--- src/rtl/rx_align_pkg.sv ---
package rx_align_pkg;
  typedef enum logic [1:0] {
    LIM_STD   = 2'd0,
    LIM_TAG   = 2'd1,
    LIM_JUMBO = 2'd2
  } lim_sel_e;

  localparam int unsigned DEF_MIN_LEN   = 64;
  localparam int unsigned DEF_STD_MAX   = 1518;
  localparam int unsigned DEF_TAG_MAX   = 1522;
  localparam int unsigned DEF_JUMBO_MAX = 2048;
endpackage

--- src/rtl/rx_align_limit.sv ---
module rx_align_limit
  import rx_align_pkg::*;
#(
  parameter int unsigned LEN_W     = 12,
  parameter int unsigned STD_MAX   = DEF_STD_MAX,
  parameter int unsigned TAG_MAX   = DEF_TAG_MAX,
  parameter int unsigned JUMBO_MAX = DEF_JUMBO_MAX
) (
  input  logic             tagged_i,
  input  logic             jumbo_i,
  output logic [LEN_W-1:0] max_len_o
);
  lim_sel_e sel;

  always_comb begin
    if (jumbo_i)       sel = LIM_JUMBO;
    else if (tagged_i) sel = LIM_TAG;
    else               sel = LIM_STD;
  end

  always_comb begin
    unique case (sel)
      LIM_TAG:   max_len_o = LEN_W'(TAG_MAX);
      LIM_JUMBO: max_len_o = LEN_W'(JUMBO_MAX);
      default:   max_len_o = LEN_W'(STD_MAX);
    endcase
  end
endmodule

--- src/rtl/rx_align_qualify.sv ---
module rx_align_qualify #(
  parameter int unsigned LEN_W   = 12,
  parameter int unsigned MIN_LEN = 64
) (
  input  logic             end_i,
  input  logic [LEN_W-1:0] len_i,
  input  logic             partial_i,
  input  logic             fcs_bad_i,
  input  logic [LEN_W-1:0] max_len_i,
  output logic             hit_o
);
  localparam logic [LEN_W-1:0] MinL = LEN_W'(MIN_LEN);

  logic in_win;

  // whole-byte length decides the window; partial byte never pushes it over
  assign in_win = (len_i >= MinL) && (len_i <= max_len_i);
  assign hit_o  = end_i && partial_i && fcs_bad_i && in_win;
endmodule

--- src/rtl/rx_align_sat_cnt.sv ---
module rx_align_sat_cnt #(
  parameter int unsigned CNT_W = 32
) (
  input  logic             clk_i,
  input  logic             rst_ni,
  input  logic             inc_i,
  input  logic             rd_i,
  output logic [CNT_W-1:0] cnt_o,
  output logic [CNT_W-1:0] rd_data_o
);
  localparam logic [CNT_W-1:0] CntMax = '1;

  logic [CNT_W-1:0] cnt_q;
  logic [CNT_W-1:0] rd_q;

  always_ff @(posedge clk_i or negedge rst_ni) begin
    if (!rst_ni) begin
      cnt_q <= '0;
      rd_q  <= '0;
    end else if (rd_i) begin
      rd_q  <= cnt_q;
      // event in the read cycle survives as the first count of the new window
      cnt_q <= inc_i ? CNT_W'(1) : '0;
    end else if (inc_i && (cnt_q != CntMax)) begin
      cnt_q <= cnt_q + CNT_W'(1);
    end
  end

  assign cnt_o     = cnt_q;
  assign rd_data_o = rd_q;
endmodule

--- src/rtl/rx_align_err_cnt.sv ---
module rx_align_err_cnt
  import rx_align_pkg::*;
#(
  parameter int unsigned LEN_W     = 12,
  parameter int unsigned CNT_W     = 32,
  parameter int unsigned MIN_LEN   = DEF_MIN_LEN,
  parameter int unsigned STD_MAX   = DEF_STD_MAX,
  parameter int unsigned TAG_MAX   = DEF_TAG_MAX,
  parameter int unsigned JUMBO_MAX = DEF_JUMBO_MAX
) (
  input  logic             clk_i,
  input  logic             rst_ni,
  input  logic             frm_end_i,
  input  logic [LEN_W-1:0] frm_len_i,
  input  logic             frm_partial_i,
  input  logic             frm_fcs_bad_i,
  input  logic             frm_tagged_i,
  input  logic             jumbo_en_i,
  input  logic             rd_en_i,
  output logic [CNT_W-1:0] rd_data_o
);
  logic [LEN_W-1:0] max_len_w;
  logic             hit_w;
  logic [CNT_W-1:0] cnt_w;

  rx_align_limit #(
    .LEN_W    (LEN_W),
    .STD_MAX  (STD_MAX),
    .TAG_MAX  (TAG_MAX),
    .JUMBO_MAX(JUMBO_MAX)
  ) u_limit (
    .tagged_i (frm_tagged_i),
    .jumbo_i  (jumbo_en_i),
    .max_len_o(max_len_w)
  );

  rx_align_qualify #(
    .LEN_W  (LEN_W),
    .MIN_LEN(MIN_LEN)
  ) u_qual (
    .end_i    (frm_end_i),
    .len_i    (frm_len_i),
    .partial_i(frm_partial_i),
    .fcs_bad_i(frm_fcs_bad_i),
    .max_len_i(max_len_w),
    .hit_o    (hit_w)
  );

  rx_align_sat_cnt #(
    .CNT_W(CNT_W)
  ) u_cnt (
    .clk_i    (clk_i),
    .rst_ni   (rst_ni),
    .inc_i    (hit_w),
    .rd_i     (rd_en_i),
    .cnt_o    (cnt_w),
    .rd_data_o(rd_data_o)
  );
endmodule

--- config.mk ---
export PLATFORM = sky130hd
export DESIGN_NAME = rx_align_err_cnt
export DESIGN_NICKNAME = d
export VERILOG_FILES = /design/src/rtl/rx_align_pkg.sv /design/src/rtl/rx_align_limit.sv /design/src/rtl/rx_align_qualify.sv /design/src/rtl/rx_align_sat_cnt.sv /design/src/rtl/rx_align_err_cnt.sv
export SDC_FILE = /design/constraint.sdc
export NUM_CORES = 1
export LEC_CHECK = 0
export BUFFER_PORTS_ARGS = -buffer_cell sky130_fd_sc_hd__buf_2
export CELL_PAD_IN_SITES_DETAIL_PLACEMENT = 1
export CELL_PAD_IN_SITES_GLOBAL_PLACEMENT = 1
export CORE_ASPECT_RATIO = 0.8
export CORE_MARGIN = 1.5
export CORE_UTILIZATION = 25
export DETAILED_ROUTE_END_ITERATION = 10
export PLACE_DENSITY_LB_ADDON = 0.1
export SYNTH_ARGS = -nofsm -noshare
export SYNTH_HDL_FRONTEND = slang
export SYNTH_SLANG_ARGS = --single-unit
--- constraint.sdc ---
create_clock -name clk_i -period 2.15 [get_ports clk_i]
set_clock_uncertainty 0.05 [all_clocks]
set_input_delay 0.3225 -clock clk_i [delete_from_list [all_inputs] [get_ports clk_i]]
set_output_delay 0.3225 -clock clk_i [all_outputs]
set_load 0.005 [all_outputs]
==> flow_metrics.env, run 1 <==
export IMPL_status="complete, but fails checks"
export IMPL_violations="negative setup slack"
export IMPL_antenna_found_initial=0
export IMPL_area_growth_pct=51.1
export IMPL_grt_start_max_net_pins=37
export IMPL_clk_path_buf_depth=2
export IMPL_synth_top_family_by_area="simple AND/OR/NAND/NOR gates"
export IMPL_tightest_slew_ns=0.519
export IMPL_io_pins=52
export IMPL_postRouteAntennaNets=0
export IMPL_pwr_share_clk_pct=49.9
export IMPL_maxSlewHeadroom_pct=65.3
export IMPL_synth_cells=312
export IMPL_wirelength_mm=9.39
export IMPL_drc=0
export IMPL_synth_compound_area_share_pct=9.62
export IMPL_clock_latency_ns=0.33
export IMPL_synthArstFlopShare_pct=100
export IMPL_cts_max_level=3
export IMPL_clkSlewWorstSetupHoldPaths_ns=0.06
export IMPL_grt_pass1_wl_mm=15.8
export IMPL_comb_power_share_pct=9.0
export IMPL_fin_crit_sh_pct=113
export IMPL_ff2ff_path_depth=7
export IMPL_max_vdd_ir_drop_v=0.000348
export IMPL_yosys_area_share_simple_pct=21.2
export IMPL_numClockSinks=64
export IMPL_hpwl_mm=6.53
export IMPL_critPathLaunchType="input pin"
export IMPL_slew_violations=0
export IMPL_cts_tree="built"
export IMPL_min_path_cells=2
export IMPL_cp_endpoint="u_cnt.cnt_o[14]"
export IMPL_critPathArrivalTime_ns=2.65
export IMPL_synth_main_ff_cell="dfrtp_1"
export IMPL_synth_xor_area_share_pct=0
export IMPL_root_buffer="clkbuf_16"
export IMPL_overflow=0
export IMPL_finalWorstSetupSlack_ns=-0.290
export IMPL_initial_core_util_pct=25.6
export IMPL_p_sw_mw=0.653
export IMPL_ys_ff_latch=64
export IMPL_cpMostUsedCell="buf_12"
export IMPL_crit_path_top_delay_cell="or3_1"
export IMPL_crit_cells=11
export IMPL_core_um2=12900
export IMPL_muxShareOfSynthArea_pct=13.3
export IMPL_cts_buffers=9
export IMPL_path_class="input pin to register"
export IMPL_drive_above_1_share_pct=49.7
export IMPL_crit_path_start="jumbo_en_i"
export IMPL_grt_util_all_layers_pct=14.5
export IMPL_leakagePower_nw=2.31
export IMPL_die_w_um=131
export IMPL_p_per_area_nw_per_um2=594
export IMPL_diodes=0
export IMPL_yosys_warnings=0
export IMPL_fin_nets=465
export IMPL_hold_path_class="input pin to register"
export IMPL_rsz0062_at_grt="yes"
export IMPL_reg2reg_slack_ns=-0.09
export IMPL_r2r_start="u_cnt.cnt_o[0]"
export IMPL_rr_endpoint="u_cnt.cnt_o[26]"
export IMPL_first_pass_iters=4
export IMPL_io_buffers=51
export IMPL_synth_area_um2=3290
export IMPL_wl_per_cell_um=15.3
export IMPL_viasPerCell=4.77
export IMPL_crit_fanout=8
export IMPL_syn_avg_cell_area_um2=10.5
export IMPL_min_period_ns=2.44
export IMPL_hp_start="rd_en_i"
export IMPL_globalplace_congestion=0.725
export IMPL_cp_required_ns=2.36
export IMPL_cp_cell_sequence="buf_8, or2_4, ha_4, nand4b_1, o32ai_2, buf_4, o311ai_4, buf_12, buf_12, or3_1, a21oi_1"
export IMPL_syn_num_nets=343
export IMPL_crit_path_end_kind="register"
export IMPL_fin_area_um2=4970
export IMPL_slowest_delay_ns=0.36
export IMPL_die_h_um=106
export IMPL_cp_num_buf_inv=4
export IMPL_yosys_cell_types_count=36
export IMPL_drv_cap=0
export IMPL_critical_path_top_delay_family="simple AND/OR/NAND/NOR gates"
export IMPL_placed_area_um2=4280
export IMPL_num_rows=37
export IMPL_internal_power_mw=2.30
export IMPL_seq_area_frac_synth_pct=48.7
export IMPL_num_vias=2927
export IMPL_dp_slack_ns=-0.695
export IMPL_setup_tns_ns=-6.72
export IMPL_die_area_um2=13900
export IMPL_synth_adder_area_share_pct=4.18
export IMPL_max_clock_freq_mhz=410
export IMPL_finalHoldViolCount=0
export IMPL_drtIter0Drc=58
export IMPL_power_switching_share_pct=22.1
export IMPL_first_global_vias=3119
export IMPL_power_frac_seq_pct=41.1
export IMPL_synth_edf_count=0
export IMPL_setup_violations=31
## cell usage after synthesis, drive strengths merged (3+ instances only)
master	instances	share of area (%)
nor2	13	1.5
nand4	19	4.1
nor3b	3	0.68
and3	5	0.95
nor2b	7	1.3
nor3	5	0.76
buf	6	0.99
o31ai	3	0.68
nand2	9	1.0
or4	4	0.91
mux2	38	13
dfrtp	64	49
nor4	3	1.0
nand2b	3	0.57
a21oi	29	4.4
o21ai	23	3.5
and2	4	0.76
nand3	14	2.1
clkbuf	12	1.4
ha	11	4.2
inv	5	0.57
or3	20	3.8
## state kept, by name, summed over array words and instances (netlist names)
name             cells
u_cnt.cnt_o         32
u_cnt.rd_data_o     32
## metrics by stage
step	cells	utilization (%)	hold WS (ns)	total power [mW]
6_report	614	38.6	0.408	2.95
4_1_cts	609	37.6	0.399	2.99
5_1_grt	614	38.6	0.420	3.06
2_1_floorplan	312	-	-0.0231	1.32
3_3_place_gp	580	33.2	0.266	1.43
3_5_place_dp	580	33.2	0.265	1.44
## cells in the final DEF (no fill, tap or decap), drive strengths merged, types with 9 or more instances in the layout
| cell | instances |
|---|---|
| a21oi | 29 |
| buf | 127 |
| clkbuf | 13 |
| dfrtp | 64 |
| ha | 11 |
| mux2 | 38 |
| nand2 | 9 |
| nand3 | 14 |
| nand4 | 19 |
| nor2 | 13 |
| o21ai | 23 |
| or3 | 20 |
## routing by layer
layer  wire length (um)  vias to the layer above  GRT usage [%]
met5                  0                        -              0
met4                 96                        0           5.30
met3                291                        7           3.46
met2               4140                       38           21.8
met1               4860                     1462           20.1
li1                   -                     1420              -
## worst min path at each step
stage	end
finish	u_cnt.rd_data_o[27]
CTS	u_cnt.rd_data_o[27]
detailed placement	u_cnt.rd_data_o[22]
global route	u_cnt.rd_data_o[28]
floorplan	u_cnt.cnt_o[0]
global placement	u_cnt.rd_data_o[22]
## timing repair
action,in CTS,in global routing
hold buffers,1,0
endpoints found under the hold margin,18,0
gates cloned,4,0
resized for setup,21,25
setup endpoints to repair,32,32
pin swaps,7,15
setup buffers,8,6
## power groups by stage
stage / Combinational, mW / Clock, mW / Sequential, mW
after global placement: 0.200 / 0 / 1.23
final: 0.265 / 1.47 / 1.21
after global routing: 0.293 / 1.56 / 1.21
after floorplan: 0.0887 / 0 / 1.23
after CTS: 0.261 / 1.52 / 1.21
after detailed placement: 0.203 / 0 / 1.23
## worst register-to-register path, delay by kind of cell, from the launching register on
| kind | cells | cell delay, ns |
|---|---|---|
| simple gates | 4 | 1.01 |
| mux | 1 | 0.38 |
| flops | 1 | 0.35 |
| fa+ha+maj | 1 | 0.19 |
| buf+inv | 1 | 0.14 |
## cell families (layout without fill, tap and decap cells)
family,after synthesis,in the layout
and+or+nand+nor,116,116
AOI/OAI and AO/OA,59,60
buffers and inverters,23,149
adders and majority gates,11,11
DFF,64,64
muxes,39,39
## area by class of cell
| type | count | area [um2] |
|---|---|---|
| Fill cell | 1458 | 7900 |
| Inverter | 5 | 18.8 |
| Clock inverter | 3 | 40.0 |
| Clock buffer | 13 | 260 |
| Tap cell | 175 | 219 |
| Sequential cell | 64 | 1600 |
| Timing Repair Buffer | 128 | 970 |
| Multi-Input combinational cell | 226 | 1860 |
(Power assumes the default switching activity.)
==> inputs of run 2 (changes only) <==
Settings changed: CELL_PAD_IN_SITES_DETAIL_PLACEMENT 1 to unset, CELL_PAD_IN_SITES_GLOBAL_PLACEMENT 1 to unset, PLACE_DENSITY_LB_ADDON 0.1 to 0.05.
==> run 2 against run 1 <==
Compared with the run above: the run still ends with negative setup slack left; critical path depth stayed put; non-clock buffer count is 14 lower; core utilization is 0.30 points lower; sequential power hardly changed; maximum frequency is 6.4% higher; clock-buffer cell count is 1 higher; worst hold slack worse by 0.044 ns; routed wire length is 9.2% lower; critical endpoint is now u_cnt.cnt_o[20]; highest routed layer unchanged.
==> flow_metrics.env, run 2 (synthesized netlist as in run 1, its figures left out) <==
export IMPL_fin_crit_sh_pct=107
export IMPL_p_sw_mw=0.656
export IMPL_final_core_util_pct=38.3
export IMPL_globalplace_congestion=0.724
export IMPL_crit_path_top_delay_cell="or4_1"
export IMPL_slowest_delay_ns=0.46
export IMPL_critPathLaunchType="input pin"
export IMPL_viasPerCell=4.64
export IMPL_fin_area_um2=4930
export IMPL_critPathArrivalTime_ns=2.50
export IMPL_num_vias=2777
export IMPL_die_w_um=131
export IMPL_violations="negative setup slack"
export IMPL_fill_cells=1309
export IMPL_grt_pass1_wl_mm=14.6
export IMPL_crit_fanout=5
export IMPL_maxSlewHeadroom_pct=72.4
export IMPL_finalWorstSetupSlack_ns=-0.142
export IMPL_cts_max_level=3
export IMPL_first_global_vias=2862
export IMPL_setup_violations=30
export IMPL_mostFrequentLayoutCells="dfrtp_1 (64), buf_2 (49), buf_4 (48), mux2_2 (32), o21ai_0 (20)"
export IMPL_first_pass_iters=4
export IMPL_pwr_share_clk_pct=51.5
export IMPL_internal_power_mw=2.35
export IMPL_root_buffer="clkbuf_16"
export IMPL_postRouteAntennaNets=0
export IMPL_clk_path_buf_depth=2
export IMPL_diodes=0
export IMPL_cts_buffers=9
export IMPL_cp_cell_sequence="buf_8, or2_4, ha_4, nand4b_1, o32ai_2, buf_4, o311ai_4, buf_12, buf_16, or4_1, a21oi_1"
export IMPL_wirelength_mm=8.52
export IMPL_slew_violations=0
export IMPL_path_class="input pin to register"
export IMPL_initial_core_util_pct=25.6
export IMPL_power_switching_share_pct=21.8
export IMPL_area_growth_pct=49.9
export IMPL_grt_util_all_layers_pct=13.3
export IMPL_max_vdd_ir_drop_v=0.000326
export IMPL_grt_start_max_net_pins=36
export IMPL_antenna_found_initial=0
export IMPL_crit_path_end_kind="register"
export IMPL_tightest_slew_ns=0.414
export IMPL_drc=0
export IMPL_fin_total_pwr_mw=3.01
export IMPL_num_rows=37
export IMPL_placed_area_um2=4250
export IMPL_fin_nets=450
export IMPL_io_buffers=51
export IMPL_p_per_area_nw_per_um2=610
export IMPL_power_frac_seq_pct=40.2
export IMPL_die_area_um2=13900
export IMPL_numClockSinks=64
export IMPL_final_common_cell="dfrtp_1"
export IMPL_drv_cap=0
export IMPL_rsz0062_at_grt="yes"
export IMPL_min_period_ns=2.29
export IMPL_finalHoldViolCount=0
export IMPL_hpwl_mm=5.87
export IMPL_clock_latency_ns=0.33
export IMPL_max_clock_freq_mhz=436
export IMPL_clkSlewWorstSetupHoldPaths_ns=0.05
export IMPL_drive_above_1_share_pct=46.7
export IMPL_comb_power_share_pct=8.3
export IMPL_leakagePower_nw=2.29
export IMPL_status="complete, but fails checks"
export IMPL_overflow=0
export IMPL_io_pins=52
export IMPL_die_h_um=106
export IMPL_wl_per_cell_um=14.2
export IMPL_cts_tree="built"
export IMPL_drtIter0Drc=168
export IMPL_core_um2=12900
export IMPL_cp_required_ns=2.35
export IMPL_hold_path_class="input pin to asynchronous set/reset pin"
==> run 2: area by class of cell <==
| cell class | instances | area (um2) | share of cell area [%] |
|---|---|---|---|
| timing repair buffer | 114 | 921 | 18.7 |
| clock inverter | 2 | 35.0 | 0.710 |
| multi-input combinational | 225 | 1850 | 37.5 |
| clock buffer | 14 | 284 | 5.76 |
| tap | 175 | 219 | 4.44 |
| sequential | 64 | 1600 | 32.5 |
| inverter | 5 | 21.3 | 0.431 |
==> run 2: metrics by stage <==
step | hold WS, ns | worst slack [ns] | std cells | setup TNS (ns)
after floorplan | -0.0231 | -0.193 | 312 | -3.94
after global placement | 0.175 | -0.566 | 575 | -15.38
after detailed placement | 0.175 | -0.671 | 575 | -18.44
after CTS | 0.369 | -0.154 | 599 | -1.82
after global routing | 0.381 | -0.263 | 599 | -4.39
final | 0.364 | -0.142 | 599 | -1.61
==> run 2: power by group through the flow <==
stage | clock network (mW) | registers, mW | logic, mW
3_3_place_gp | 0 | 1.23 | 0.198
3_5_place_dp | 0 | 1.23 | 0.199
4_1_cts | 1.59 | 1.21 | 0.252
5_1_grt | 1.65 | 1.21 | 0.276
2_1_floorplan | 0 | 1.23 | 0.0887
6_report | 1.55 | 1.21 | 0.249
==> run 2: what timing repair did <==
item | 4_1_cts | 5_1_grt
pin swaps | 21 | 3
cloned | 4 | 0
gates resized for setup | 29 | 19
hold endpoints to repair | 9 | 0
endpoints found under the setup margin | 32 | 32
setup buffers | 4 | 0
hold buffers | 1 | 0
==> run 2: layer usage <==
layer | track usage, % | vias up | part of all wire [%] | routed length (um)
met5 | 0 | - | 0 | 0
met4 | 4.17 | 0 | 1.0 | 85
met3 | 3.37 | 7 | 3.6 | 303
met2 | 20.1 | 56 | 44 | 3730
met1 | 18.6 | 1335 | 52 | 4400
li1 | - | 1379 | - | -
==> run 2: critical path, delay by kind of cell <==
family | cells | cell delay (ns)
AOI/OAI and AO/OA | 3 | 0.47
adders and majority gates | 1 | 0.28
buffers and inverters | 4 | 0.56
and+or+nand+nor | 3 | 0.85
==> run 2: worst paths after layout <==
check                                     from                  end  slack, ns  cells after the start
setup / recovery                    jumbo_en_i      u_cnt.cnt_o[20]      -0.14                     11
hold / removal                          rst_ni  u_cnt.rd_data_o[21]       0.36                      2
setup reg to reg                u_cnt.cnt_o[0]       u_cnt.cnt_o[7]       0.01                      8
hold reg to reg            u_cnt.rd_data_o[28]  u_cnt.rd_data_o[28]       0.45                      1
max in group asynchronous               rst_ni   u_cnt.rd_data_o[2]       1.11                      3
min in group clk_i                     rd_en_i       u_cnt.cnt_o[7]       0.38                      2
==> inputs of run 3 (changes only) <==
Settings changed: BUFFER_PORTS_ARGS -buffer_cell sky130_fd_sc_hd__buf_2 to -buffer_cell sky130_fd_sc_hd__buf_4, GPL_ROUTABILITY_DRIVEN set to 0.
==> run 3 against run 2 <==
Compared with the run above: the flow still finishes with violations (negative setup slack); non-clock buffer count decreased by 2; design area decreased by 1.8%; via count increased by 0.22%; total power decreased by 2.5%; critical path depth decreased by 1; final cell count decreased by 0.33%; highest routed layer unchanged.
==> flow_metrics.env, run 3 (synthesized netlist as in run 1, its figures left out) <==
export IMPL_max_vdd_ir_drop_v=0.000352
export IMPL_maxSlewHeadroom_pct=43.7
export IMPL_hpwl_mm=5.64
export IMPL_antenna_found_initial=0
export IMPL_status="complete, but fails checks"
export IMPL_mostFrequentLayoutCells="buf_4 (100), dfrtp_1 (64), mux2_2 (33), a21oi_1 (24), o21ai_0 (21)"
export IMPL_num_rows=37
export IMPL_max_clock_freq_mhz=427
export IMPL_cts_buffers=9
export IMPL_area_growth_pct=47.2
export IMPL_rsz0062_at_grt="yes"
export IMPL_clkSlewWorstSetupHoldPaths_ns=0.06
export IMPL_drive_above_1_share_pct=43.6
export IMPL_first_pass_iters=4
export IMPL_overflow=0
export IMPL_drc=0
export IMPL_cp_num_buf_inv=3
export IMPL_crit_path_end_kind="register"
export IMPL_wl_met1_mm=4.45
export IMPL_diodes=0
export IMPL_drtIter0Drc=99
export IMPL_finalHoldViolCount=0
export IMPL_die_w_um=131
export IMPL_crit_fanout=6
export IMPL_power_frac_seq_pct=41.3
export IMPL_slowest_delay_ns=0.35
export IMPL_path_class="input pin to register"
export IMPL_fin_nets=448
export IMPL_p_per_area_nw_per_um2=606
export IMPL_crit_cells=10
export IMPL_multiInputGateArea_um2=1780
export IMPL_reg2reg_slack_ns=0.03
export IMPL_internal_power_mw=2.28
export IMPL_setup_violations=32
export IMPL_die_h_um=106
export IMPL_comb_power_share_pct=8.1
export IMPL_postRouteAntennaNets=0
export IMPL_drv_cap=0
export IMPL_wirelength_mm=8.43
export IMPL_wl_per_cell_um=14.1
export IMPL_initial_core_util_pct=25.6
export IMPL_cp_required_ns=2.31
export IMPL_ff2ff_path_depth=8
export IMPL_wl_met3_um=292
export IMPL_rr_endpoint="u_cnt.cnt_o[4]"
export IMPL_placedCellCount=571
export IMPL_r2r_start="u_cnt.cnt_o[1]"
export IMPL_cp_cell_sequence="buf_8, or2_4, ha_4, nand4b_1, o32ai_2, buf_4, o311ai_4, buf_12, nor4_2, mux2_2"
export IMPL_critPathArrivalTime_ns=2.50
export IMPL_violations="negative setup slack"
export IMPL_grt_util_all_layers_pct=13.0
export IMPL_die_area_um2=13900
export IMPL_finalWorstSetupSlack_ns=-0.193
export IMPL_cts_max_level=3
export IMPL_final_common_cell="buf_4"
export IMPL_clk_path_buf_depth=2
export IMPL_tightest_slew_ns=0.844
export IMPL_final_core_util_pct=37.6
export IMPL_critical_path_top_delay_family="simple AND/OR/NAND/NOR gates"
export IMPL_min_period_ns=2.34
export IMPL_crit_path_top_delay_cell="mux2_2"
export IMPL_fin_cells=597
export IMPL_met2WireLength_mm=3.58
export IMPL_power_switching_share_pct=22.2
export IMPL_fin_total_pwr_mw=2.93
export IMPL_grt_pass1_wl_mm=14.3
export IMPL_io_pins=52
export IMPL_cts_tree="built"
export IMPL_setup_tns_ns=-3.01
export IMPL_io_buffers=51
export IMPL_first_global_vias=2824
export IMPL_root_buffer="clkbuf_16"
export IMPL_numClockSinks=64
export IMPL_fin_crit_sh_pct=109
export IMPL_seq_area_um2=1600
export IMPL_fin_area_um2=4840
export IMPL_core_um2=12900
export IMPL_leakagePower_nw=2.22
export IMPL_critPathLaunchType="input pin"
export IMPL_viasPerCell=4.66
export IMPL_slew_violations=0
export IMPL_clock_latency_ns=0.33
export IMPL_grt_start_max_net_pins=74
export IMPL_top_layer_used="met4"
export IMPL_num_vias=2783
export IMPL_placed_area_um2=4310
export IMPL_p_sw_mw=0.652
export IMPL_pwr_share_clk_pct=50.7
export IMPL_fill_cells=1307
export IMPL_hold_path_class="input pin to asynchronous set/reset pin"
run 3: cell types whose count changed in the layout (fill, tap and decap cells not counted), sizes merged:
cell,previous run,this run
buf,113,110
clkinv,1,2
run 3: worst max path at each step:
| stage | from | end | slack (ns) |
|---|---|---|---|
| 2_1_floorplan | frm_tagged_i | u_cnt.cnt_o[29] | -0.19 |
| 3_3_place_gp | jumbo_en_i | u_cnt.cnt_o[31] | -0.57 |
| 3_5_place_dp | jumbo_en_i | u_cnt.cnt_o[31] | -0.63 |
| 4_1_cts | frm_tagged_i | u_cnt.cnt_o[26] | -0.13 |
| 5_1_grt | jumbo_en_i | u_cnt.cnt_o[15] | -0.26 |
| 6_report | jumbo_en_i | u_cnt.cnt_o[26] | -0.19 |
run 3: metrics by stage:
step | hold slack (ns) | setup WS, ns
2_1_floorplan | -0.0231 | -0.193
3_3_place_gp | 0.233 | -0.566
3_5_place_dp | 0.233 | -0.625
4_1_cts | 0.428 | -0.132
5_1_grt | 0.449 | -0.262
6_report | 0.409 | -0.193
run 3: metal layers:
metal | GRT usage [%] | vias up
li1 | - | 1382
met1 | 18.1 | 1343
met2 | 19.4 | 48
met3 | 3.61 | 10
met4 | 4.09 | 0
met5 | 0 | -
run 3: cell type report:
cell class | instances | area share, %
clock buffer | 13 | 5.37
tap | 175 | 4.52
timing repair buffer | 112 | 19.0
inverter | 5 | 0.439
sequential | 64 | 33.1
clock inverter | 3 | 0.827
multi-input combinational | 225 | 36.8
run 3: power by group through the flow:
| stage | logic, mW | registers, mW | clock network (mW) |
|---|---|---|---|
| 5_1_grt | 0.263 | 1.21 | 1.59 |
| 4_1_cts | 0.224 | 1.21 | 1.53 |
| 6_report | 0.237 | 1.21 | 1.49 |
| 3_3_place_gp | 0.197 | 1.23 | 0 |
| 3_5_place_dp | 0.198 | 1.23 | 0 |
| 2_1_floorplan | 0.0887 | 1.23 | 0 |
run 3: repair_timing:
| action | in CTS | in global routing |
|---|---|---|
| hold endpoints to repair | 27 | 0 |
| gates resized for setup | 16 | 14 |
| pin swaps | 8 | 9 |
| cloned | 1 | 1 |
| endpoints found under the setup margin | 32 | 32 |
| setup buffers | 6 | 3 |
| hold buffers | 1 | 0 |
